===== src/rtl/dma_pkg.sv =====
package dma_pkg;

  localparam int UW = 4;  // per-grant unit field width

  typedef enum logic [1:0] {
    ARB_BURST = 2'd0,
    ARB_STEAL = 2'd1,
    ARB_IDLE  = 2'd2,
    ARB_RSVD  = 2'd3
  } arb_mode_e;

  localparam logic [2:0] OFS_CTRL = 3'd0;
  localparam logic [2:0] OFS_STAT = 3'd1;
  localparam logic [2:0] OFS_ADDR = 3'd2;
  localparam logic [2:0] OFS_CNT  = 3'd3;
  localparam logic [2:0] OFS_DEV  = 3'd4;

  // reserved policy code falls back to whole-block
  function automatic arb_mode_e decode_mode(input logic [1:0] code);
    arb_mode_e m;
    case (code)
      2'd1:    m = ARB_STEAL;
      2'd2:    m = ARB_IDLE;
      default: m = ARB_BURST;
    endcase
    return m;
  endfunction

  // bytes per grant in cycle-stealing mode; zero means one
  function automatic logic [UW:0] unit_len(input logic [UW-1:0] field);
    return (field == '0) ? (UW+1)'(1) : {1'b0, field};
  endfunction

endpackage


===== src/rtl/dma_regs.sv =====
module dma_regs
  import dma_pkg::*;
#(
  parameter int AW   = 16,
  parameter int CW   = 16,
  parameter int DEVW = 4
) (
  input  logic            clk,
  input  logic            rst_n,
  input  logic            cfg_wr,
  input  logic [2:0]      cfg_addr,
  input  logic [31:0]     cfg_wdata,
  output logic [31:0]     cfg_rdata,
  input  logic            byte_fire,
  output logic            busy,
  output logic            irq,
  output logic [AW-1:0]   addr_q,
  output logic [CW-1:0]   count_q,
  output arb_mode_e       mode,
  output logic            dir,
  output logic [UW-1:0]   unit,
  output logic [DEVW-1:0] dev_sel
);

  logic wr_ctrl, wr_addr, wr_cnt, wr_dev, clr_irq, finish;

  assign wr_ctrl = cfg_wr && (cfg_addr == OFS_CTRL) && !busy;
  assign wr_addr = cfg_wr && (cfg_addr == OFS_ADDR) && !busy;
  assign wr_cnt  = cfg_wr && (cfg_addr == OFS_CNT)  && !busy;
  assign wr_dev  = cfg_wr && (cfg_addr == OFS_DEV)  && !busy;
  assign clr_irq = cfg_wr && (cfg_addr == OFS_STAT) && cfg_wdata[1];
  assign finish  = busy && ((count_q == '0) ||
                            (byte_fire && count_q == CW'(1)));

  always_ff @(posedge clk or negedge rst_n) begin
    if (!rst_n) begin
      busy    <= 1'b0;
      irq     <= 1'b0;
      addr_q  <= '0;
      count_q <= '0;
      mode    <= ARB_BURST;
      dir     <= 1'b0;
      unit    <= '0;
      dev_sel <= '0;
    end else begin
      if (wr_ctrl) begin
        mode <= decode_mode(cfg_wdata[2:1]);
        dir  <= cfg_wdata[3];
        unit <= cfg_wdata[4 +: UW];
      end
      if (wr_ctrl && cfg_wdata[0]) busy <= 1'b1;
      else if (finish)             busy <= 1'b0;

      if (wr_addr)        addr_q <= AW'(cfg_wdata);
      else if (byte_fire) addr_q <= addr_q + AW'(1);

      if (wr_cnt)         count_q <= CW'(cfg_wdata);
      else if (byte_fire) count_q <= count_q - CW'(1);

      if (wr_dev) dev_sel <= cfg_wdata[DEVW-1:0];

      if (finish)       irq <= 1'b1;
      else if (clr_irq) irq <= 1'b0;
    end
  end

  always_comb begin
    case (cfg_addr)
      OFS_CTRL: cfg_rdata = 32'({unit, dir, mode, 1'b0});
      OFS_STAT: cfg_rdata = 32'({irq, busy});
      OFS_ADDR: cfg_rdata = 32'(addr_q);
      OFS_CNT:  cfg_rdata = 32'(count_q);
      OFS_DEV:  cfg_rdata = 32'(dev_sel);
      default:  cfg_rdata = '0;
    endcase
  end

endmodule


===== src/rtl/dma_bus_ctl.sv =====
module dma_bus_ctl
  import dma_pkg::*;
(
  input  logic          clk,
  input  logic          rst_n,
  input  logic          busy,
  input  logic          count_nz,
  input  arb_mode_e     mode,
  input  logic [UW-1:0] unit,
  input  logic          cpu_busy,
  input  logic          byte_fire,
  output logic          bus_req,
  output logic          grant_end
);

  logic          gap_q;
  logic [UW:0]   run_q;
  logic [UW:0]   run_nx;
  logic          mode_ok;

  assign mode_ok   = (mode != ARB_IDLE) || !cpu_busy;
  assign bus_req   = busy && count_nz && !gap_q && mode_ok;
  assign run_nx    = run_q + (UW+1)'(1);
  assign grant_end = byte_fire && (mode == ARB_STEAL) &&
                     (run_nx >= unit_len(unit));

  always_ff @(posedge clk or negedge rst_n) begin
    if (!rst_n) begin
      gap_q <= 1'b0;
      run_q <= '0;
    end else if (!busy) begin
      gap_q <= 1'b0;
      run_q <= '0;
    end else if (gap_q) begin
      gap_q <= 1'b0;
    end else if (grant_end) begin
      gap_q <= 1'b1;
      run_q <= '0;
    end else if (byte_fire && mode == ARB_STEAL) begin
      run_q <= run_nx;
    end
  end

endmodule


===== src/rtl/dma_byte_path.sv =====
module dma_byte_path #(
  parameter int AW = 16,
  parameter int DW = 8
) (
  input  logic          bus_req,
  input  logic          bus_gnt,
  input  logic          dir,
  input  logic [AW-1:0] addr_q,
  input  logic          dev_in_valid,
  input  logic [DW-1:0] dev_in_data,
  output logic          dev_in_ready,
  output logic          dev_out_valid,
  output logic [DW-1:0] dev_out_data,
  input  logic          dev_out_ready,
  output logic          mem_en,
  output logic          mem_we,
  output logic [AW-1:0] mem_addr,
  output logic [DW-1:0] mem_wdata,
  input  logic [DW-1:0] mem_rdata,
  output logic          slot,
  output logic          byte_fire
);

  assign slot          = bus_req && bus_gnt;
  assign dev_in_ready  = slot && !dir && dev_in_valid;
  assign dev_out_valid = slot && dir;
  assign dev_out_data  = mem_rdata;
  assign byte_fire     = dir ? (slot && dev_out_ready) : dev_in_ready;

  assign mem_en    = dir ? slot : dev_in_ready;
  assign mem_we    = !dir && dev_in_ready;
  assign mem_addr  = addr_q;
  assign mem_wdata = dev_in_data;

endmodule


===== src/rtl/dma_mover.sv =====
module dma_mover
  import dma_pkg::*;
#(
  parameter int AW   = 16,
  parameter int CW   = 16,
  parameter int DW   = 8,
  parameter int DEVW = 4
) (
  input  logic            clk,
  input  logic            rst_n,
  input  logic            cfg_wr,
  input  logic [2:0]      cfg_addr,
  input  logic [31:0]     cfg_wdata,
  output logic [31:0]     cfg_rdata,
  output logic            irq,
  output logic            bus_req,
  input  logic            bus_gnt,
  input  logic            cpu_busy,
  output logic            mem_en,
  output logic            mem_we,
  output logic [AW-1:0]   mem_addr,
  output logic [DW-1:0]   mem_wdata,
  input  logic [DW-1:0]   mem_rdata,
  output logic [DEVW-1:0] dev_sel,
  input  logic            dev_in_valid,
  input  logic [DW-1:0]   dev_in_data,
  output logic            dev_in_ready,
  output logic            dev_out_valid,
  output logic [DW-1:0]   dev_out_data,
  input  logic            dev_out_ready
);

  // named internal events for the checker
  logic          busy;
  logic          byte_fire;
  logic          slot;
  logic          grant_end;
  logic [AW-1:0] addr_q;
  logic [CW-1:0] count_q;
  arb_mode_e     mode;
  logic          dir;
  logic [UW-1:0] unit;

  dma_regs #(.AW(AW), .CW(CW), .DEVW(DEVW)) u_regs (
    .clk(clk), .rst_n(rst_n),
    .cfg_wr(cfg_wr), .cfg_addr(cfg_addr), .cfg_wdata(cfg_wdata),
    .cfg_rdata(cfg_rdata), .byte_fire(byte_fire),
    .busy(busy), .irq(irq), .addr_q(addr_q), .count_q(count_q),
    .mode(mode), .dir(dir), .unit(unit), .dev_sel(dev_sel)
  );

  dma_bus_ctl u_bus (
    .clk(clk), .rst_n(rst_n), .busy(busy), .count_nz(count_q != '0),
    .mode(mode), .unit(unit), .cpu_busy(cpu_busy),
    .byte_fire(byte_fire), .bus_req(bus_req), .grant_end(grant_end)
  );

  dma_byte_path #(.AW(AW), .DW(DW)) u_path (
    .bus_req(bus_req), .bus_gnt(bus_gnt), .dir(dir), .addr_q(addr_q),
    .dev_in_valid(dev_in_valid), .dev_in_data(dev_in_data),
    .dev_in_ready(dev_in_ready), .dev_out_valid(dev_out_valid),
    .dev_out_data(dev_out_data), .dev_out_ready(dev_out_ready),
    .mem_en(mem_en), .mem_we(mem_we), .mem_addr(mem_addr),
    .mem_wdata(mem_wdata), .mem_rdata(mem_rdata),
    .slot(slot), .byte_fire(byte_fire)
  );

endmodule


===== config.mk =====
export PLATFORM = sky130hd
export DESIGN_NAME = dma_mover
export DESIGN_NICKNAME = d
export VERILOG_FILES = /design/src/rtl/dma_pkg.sv /design/src/rtl/dma_regs.sv /design/src/rtl/dma_bus_ctl.sv /design/src/rtl/dma_byte_path.sv /design/src/rtl/dma_mover.sv
export SDC_FILE = /design/constraint.sdc
export NUM_CORES = 1
export LEC_CHECK = 0
export BUFFER_PORTS_ARGS = -buffer_cell sky130_fd_sc_hd__buf_2
export CORE_MARGIN = 4
export CORE_UTILIZATION = 50
export CTS_CLUSTER_SIZE = 25
export DETAILED_ROUTE_END_ITERATION = 6
export PLACE_DENSITY = 0.81
export SLEW_MARGIN = 15
export SYNTH_ARGS = -nofsm -noshare
export SYNTH_HDL_FRONTEND = slang
export SYNTH_HIERARCHICAL = 1
export SYNTH_SLANG_ARGS = --single-unit

===== constraint.sdc =====
create_clock -name clk -period 3.1 [get_ports clk]
set_input_delay 0.155 -clock clk [delete_from_list [all_inputs] [get_ports clk]]
set_output_delay 0.155 -clock clk [all_outputs]
set_load 0.05 [all_outputs]

==> results by group, run 1 <==
Placement
  – Global placer's final weighted congestion: between 0.9 and 1
  – Pre-CTS WS: 397.6 ps
  – Estimated wirelength of the detail-placed design: 6997 um
  – Post-DP Area: 3721 sq um
  – IO buf count: 67

Global route
  – Initial antenna violation count: 0
  – Total GRT Usage: roughly a fifth
  – First-pass GRT wire length: 14670 um
  – Remaining global-route overflow: 0
  – Vias in the first global route: 2960
  – Largest net degree at the start of global routing: 33

Cells and area
  – Design area: 3826 sq um
  – Antenna cell count: 0
  – Layout area overhead: 7.261%
  – Layout cell share with drive strength beyond 1: about a quarter
  – Commonest non-fill, non-tap cell in the layout: buf_2
  – Net count, final: roughly 510
  – Commonest cells after routing, fill and taps aside: buf_2, dfrtp_1, nand2_1, o21ai_0, nor2_1

Critical path
  – Slowest Stage Delay on Critical Path: 580 ps
  – CP max stage cell: or4_2
  – Critical Path, Cell by Cell: nand2b_1 > a311oi_4 > nand2_1 > a21oi_2 > nor3b_1 > nand3_1 > or4_2 > a31oi_1
  – CP Launch Point: u_regs/busy$_DFFE_PN0P_
  – Critical path type: flop to flop
  – WP buf/inv: 0
  – Worst Path Arrival: 2970 ps
  – Crit. End Element: flop
  – Crit path max-delay family: simple AND/OR/NAND/NOR gates
  – Worst r2r src: u_regs/busy$_DFFE_PN0P_
  – CP max FO: 8
  – Startpoint type of the worst setup path: flop
  – Reg2reg setup slack: 340 ps
  – WP data required: between 3000 and 4000 ps

Routing
  – Drt pass-1 iters: 5
  – Drt wl/cell: 17.04 um
  – Detail Route Antenna Nets: 0
  – Via count: around 3000
  – DRC errors left: 0
  – Drt total wl: between 9000 and 10000 um
  – DR vias/cell: 5.743
  – Initial DRC Count: 214

Floorplanning
  – Site row count: 30
  – Num ports: ~130
  – Starting density of the core: 51.93%
  – DIE WIDTH: 92.47 um
  – Die area: 8550 sq um
  – Die Y: 92.47 um
  – Core Area: about 6900 sq um

Timing
  – Min Tclk post-route: 2757 ps
  – RSZ-0062 raised after global routing: false
  – Clk_skew: 15.55 ps
  – Final Hold Vio Count: 0
  – Fmax: 362.7 MHz
  – Pins over their slew limit: 0
  – Final worst setup slack: approximately 340 ps
  – Period utilization: 88.94%
  – Rel. slew slack: a little under half
  – # setup viols final: 0
  – Final setup TNS: 0 ps
  – Slew @ Worst Pin: approximately 800 ps

CTS
  – CTS sink cnt: between 50 and 60
  – Clock Latency Late Sink: approximately 300 ps
  – TritonCTS clock tree: built
  – Clock root buffer: clkbuf_8
  – CTS buffer count: 5
  – Maximum root-to-sink buffer count: 2
  – Worst-path clk slew: about 90 ps
  – Post_cts resized: 0
  – H-Tree Depth: 2

Run status
  – Status: finished, final reports clean

Power
  – Tot Pwr: 3.235 mW
  – Leak: around 1.7 nW
  – Pwr dens: approximately 850 nW/um^2
  – Peak supply drop: 0.3495 mV

Logic synthesis
  – Syn Inst Count: 409
  – Ys Warns: 6
  – Syn Area/Cell: between 8 and 9 sq um
  – Synthesized area: 3567 sq um

Worst hold path
  – Hold Crit Start: cfg_wdata[8]
  – Worst Hold Class: input port to flop

Flow run
  – Max_cap viols: 0
-- worst min-delay path: stages --
cell	delay, ps
buf_2	90
nand2_1	40
o21ai_0	60
-- registers in the layout (all words and copies together), names as in the netlist --
name            count
u_regs/unit         4
u_regs/dev_sel      4
u_regs/busy         1
u_regs/dir          1
u_regs/count_q     16
u_regs/addr_q      16
u_regs/irq          1
u_bus/run_q         5
u_bus/gap_q         1
u_regs/mode         2
-- area by class of cell --
type	instances	area (sq um)
fillers	645	3043
clock buffers	7	86.33
multi-input cells	296	1896
clock inverters	1	8.758
flip-flops and latches	51	1276
well taps	96	120.1
inverters	13	48.80
repair buffers	74	390.4
-- timing repair --
action                                 CTS  global route
setup buffers                            0             0
setup endpoints to repair                0             0
endpoints found under the hold margin   31             0
hold buffers                             1             0
-- metrics by stage --
stage | util (%) | hold WS (ps) | instances
final | 55.70 | 78.74 | 538
after global routing | 55.70 | 85.41 | 538
after CTS | 55.70 | 68.86 | 538
after detailed placement | 54.17 | 247.8 | 529
after global placement | 54.17 | 244.5 | 529
after floorplan | - | -140.6 | 424
-- worst paths after layout --
| kind | to | cells after the start |
|---|---|---|
| setup / recovery | u_regs/count_q[13]$_DFFE_PN0P_ | 8 |
| hold / removal | u_regs/addr_q[8]$_DFFE_PN0P_ | 3 |
| setup reg to reg | u_regs/count_q[13]$_DFFE_PN0P_ | 8 |
| hold reg to reg | u_bus/run_q[4]$_DFFE_PN0P_ | 1 |
| max in group asynchronous | u_regs/count_q[12]$_DFFE_PN0P_ | 3 |
| min in group asynchronous | u_bus/run_q[0]$_DFFE_PN0P_ | 2 |
-- where the power goes --
| group | total, mW | leakage, nW | switching (mW) | internal [mW] |
|---|---|---|---|---|
| clock | 0.398 | 0.0484 | 0.215 | 0.183 |
| sequential | 1.30 | 0.627 | 0.401 | 0.901 |
| combinational | 1.53 | 1.04 | 1.04 | 0.492 |
| total | 3.24 | 1.71 | 1.66 | 1.58 |
-- per-layer routing --
layer,part of all wire [%],track usage [%],vias up
met1,42,27.31,1510
met3,5.6,3.006,26
met4,2.4,8.416,0
li1,-,-,1421
met5,0,0,-
met2,50,36.25,133
Note: power is estimated with default switching activity, not from simulation.
==> inputs of run 2 (changes only) <==
Settings changed: CORE_UTILIZATION 50 to 45, PLACE_DENSITY 0.81 to 0.77.
Clock period 3.1 ns to 2.4 ns, I/O delays scaled along.
==> run 2 against run 1 <==
The run now ends with hold timing left. Global-route usage down 1.9 points. Hold slack worse by 110 ps. Sequential cell count unchanged. Critical path type unchanged. Critical endpoint is now u_regs/busy$_DFFE_PN0P_.
==> results by group, run 2 (synthesis results as in run 1) <==
Routing
  – Detail Route Antenna Nets: 0 (unchanged)
  – DR vias/cell: 5.392 (-6.1%)
  – Drt total wl: 9354 um (+2.0%)
  – Via count: 3095 (+0.16%)
  – Drt pass-1 iters: 5 (unchanged)
  – Drt wl/cell: 16.30 um (-4.4%)
  – Initial DRC Count: 221 (+3.3%)
  – DRC errors left: 0 (unchanged)

Global route
  – Vias in the first global route: 3079 (+4.0%)
  – First-pass GRT wire length: 15210 um (+3.7%)
  – Initial antenna violation count: 0 (unchanged)
  – Total GRT Usage: 19.44% (-1.9 points)
  – Remaining global-route overflow: 0 (unchanged)
  – Largest net degree at the start of global routing: 45 (+36%)

Timing
  – Final setup TNS: 0 ps (unchanged)
  – Slew @ Worst Pin: 996.9 ps (+197.9 ps)
  – Min Tclk post-route: 2351 ps (-405.8 ps)
  – Final hold slack: -29.36 ps (-108.1 ps)
  – Clk_skew: 9.734 ps (-5.812 ps)
  – Pins over their slew limit: 0 (unchanged)
  – Fmax: 425.3 MHz (+17%)
  – Final Hold Vio Count: 42 (+42)
  – RSZ-0062 raised after global routing: true
  – # setup viols final: 0 (unchanged)
  – Period utilization: 97.97% (+9.0 points)
  – Final worst setup slack: 48.64 ps (-294.2 ps)
  – Rel. slew slack: 33.54% (-13 points)

Cells and area
  – Fill count: 683 (+5.9%)
  – Antenna cell count: 0 (unchanged)
  – Layout area overhead: 16.84%
  – Biggest regs: u_regs/addr_q x16, u_regs/count_q x16, u_bus/run_q x5
  – Commonest non-fill, non-tap cell in the layout: buf_2
  – Layout cell share with drive strength beyond 1: 32.42% (+7.8 points)
  – Design area: 4168 sq um (+8.9%)
  – Footprint of the multi-input gates: 1972 sq um (+4.0%)
  – Commonest cells after routing, fill and taps aside: buf_2, dfrtp_1, nand2_1, o21ai_0, buf_4
  – Final std cells w/o fill: 574 (+6.7%)
  – Seq. cell area: 1277 sq um (about the same)
  – Net count, final: 537 (+5.9%)

Flow run
  – Max_cap viols: 0 (unchanged)

Floorplanning
  – Core Area: 7727 sq um (+12%)
  – Num ports: 132 (unchanged)
  – Starting density of the core: 46.16% (-5.8 points)
  – DIE WIDTH: 97.04 um (+4.9%)
  – Site row count: 32 (+6.7%)
  – Die Y: 97.04 um (+4.9%)
  – Die area: 9416 sq um (+10%)

Placement
  – # placed instances: 559 (+5.7%)
  – Global placer's final weighted congestion: 0.8908 (-7.6%)
  – Pre-CTS WS: 12.77 ps (-384.9 ps)
  – IO buf count: 67 (unchanged)
  – Post-DP Area: 3961 sq um (+6.5%)
  – Estimated wirelength of the detail-placed design: 7053 um (+0.81%)

Power
  – Peak supply drop: 0.3774 mV (+8.0%)
  – Leak: 1.885 nW (+10%)
  – Pwr dens: 1108 nW/um^2 (+31%)
  – Tot Pwr: 4.616 mW (+43%)

Worst hold path
  – Worst Hold Class: input port to asynchronous set/reset pin

Critical path
  – CP max stage cell: or4_4
  – Worst Path Arrival: 2560 ps (-410 ps)
  – Reg2reg end: u_regs/busy$_DFFE_PN0P_
  – Critical path type: flop to flop
  – WP data required: 2610 ps (-710 ps)
  – Startpoint type of the worst setup path: flop
  – Reg2reg setup slack: 50 ps (-290 ps)
  – Crit. End Element: flop
  – Cell mode on critical path: or4_4
  – CP max FO: 3 (-5)
  – Worst r2r src: u_regs/count_q[11]$_DFFE_PN0P_
  – Slowest Stage Delay on Critical Path: 550 ps (-30 ps)
  – Critical Path, Cell by Cell: buf_4 > or4_4 > or4_4 > or4_4 > a22o_1
  – Worst Reg-to-Reg Cells: 5 (-3)

CTS
  – Maximum root-to-sink buffer count: 2 (unchanged)
  – TritonCTS clock tree: built
  – Worst-path clk slew: 100 ps (about the same)
  – CTS sink cnt: 51 (unchanged)
  – Clock root buffer: clkbuf_8
  – Clock Latency Late Sink: 310 ps (about the same)
  – CTS buffer count: 5 (unchanged)
  – # hold bufs at CTS: 0 (-1)
  – H-Tree Depth: 2 (unchanged)

Run status
  – Status: finished with violations
  – Failing checks: hold timing
==> run 2: cell types whose count changed in the layout (fill, tap and decap cells not counted), sizes merged <==
| cell | delta |
|---|---|
| dlygate4sd3 | -1 |
| clkbuf | -2 |
| clkinv | +1 |
| buf | +31 |
| bufinv | +1 |
==> run 2: final cells by class <==
cell class / count / share of cell area [%]
Multi-Input combinational cell: 296 / 47.31
Sequential cell: 51 / 30.65
Timing Repair Buffer: 104 / 15.10
Tap cell: 102 / 3.062
Clock buffer: 5 / 1.651
Inverter: 13 / 1.171
Clock inverter: 3 / 1.051
==> run 2: worst max-delay path, delay by kind of cell, from the launching register on <==
family,cells,cell delay [ps]
buffers and inverters,1,150
and+or+nand+nor,3,1520
AOI/OAI and AO/OA,1,190
DFF,1,400
==> run 2: worst max-delay path by stage <==
| stage | from | to | slack, ps | cells after the start |
|---|---|---|---|---|
| 2_1_floorplan | u_regs/count_q[8]$_DFFE_PN0P_ | u_regs/count_q[13]$_DFFE_PN0P_ | -260 | 10 |
| 3_3_place_gp | u_regs/count_q[0]$_DFFE_PN0P_ | u_regs/addr_q[15]$_DFFE_PN0P_ | 70 | 11 |
| 3_5_place_dp | u_regs/count_q[0]$_DFFE_PN0P_ | u_regs/addr_q[13]$_DFFE_PN0P_ | 10 | 11 |
| 4_1_cts | u_regs/count_q[12]$_DFFE_PN0P_ | u_regs/count_q[13]$_DFFE_PN0P_ | 6 | 11 |
| 5_1_grt | u_regs/count_q[8]$_DFFE_PN0P_ | u_regs/count_q[13]$_DFFE_PN0P_ | -20 | 11 |
| 6_report | u_regs/count_q[11]$_DFFE_PN0P_ | u_regs/busy$_DFFE_PN0P_ | 50 | 5 |
==> run 2: through the flow <==
step | hold WS (ps) | utilization [%]
after floorplan | -175.6 | -
after global placement | 240.3 | 51.26
after detailed placement | 240.3 | 51.26
after CTS | 8.158 | 52.91
after global routing | 44.98 | 53.93
final | -29.36 | 53.93
==> run 2: layer usage <==
layer | GRT usage (%) | wire length, um | up-vias
met5 | 0 | 0 | -
met3 | 3.028 | 585 | 13
met4 | 5.184 | 139 | 0
li1 | - | - | 1482
met1 | 25.22 | 3997 | 1489
met2 | 33.70 | 4632 | 111
==> run 2: report_power, final <==
part / switching [mW] / leakage (nW) / total (mW) / internal (mW)
combinational: 1.58 / 1.20 / 2.46 / 0.881
sequential: 0.373 / 0.626 / 1.54 / 1.17
clock: 0.301 / 0.0581 / 0.612 / 0.311
==> run 2: what timing repair did <==
item / 4_1_cts / 5_1_grt
resized for setup: 1 / 9
setup buffers: 1 / 6
setup endpoints to repair: 3 / 19
pin swaps: 0 / 4
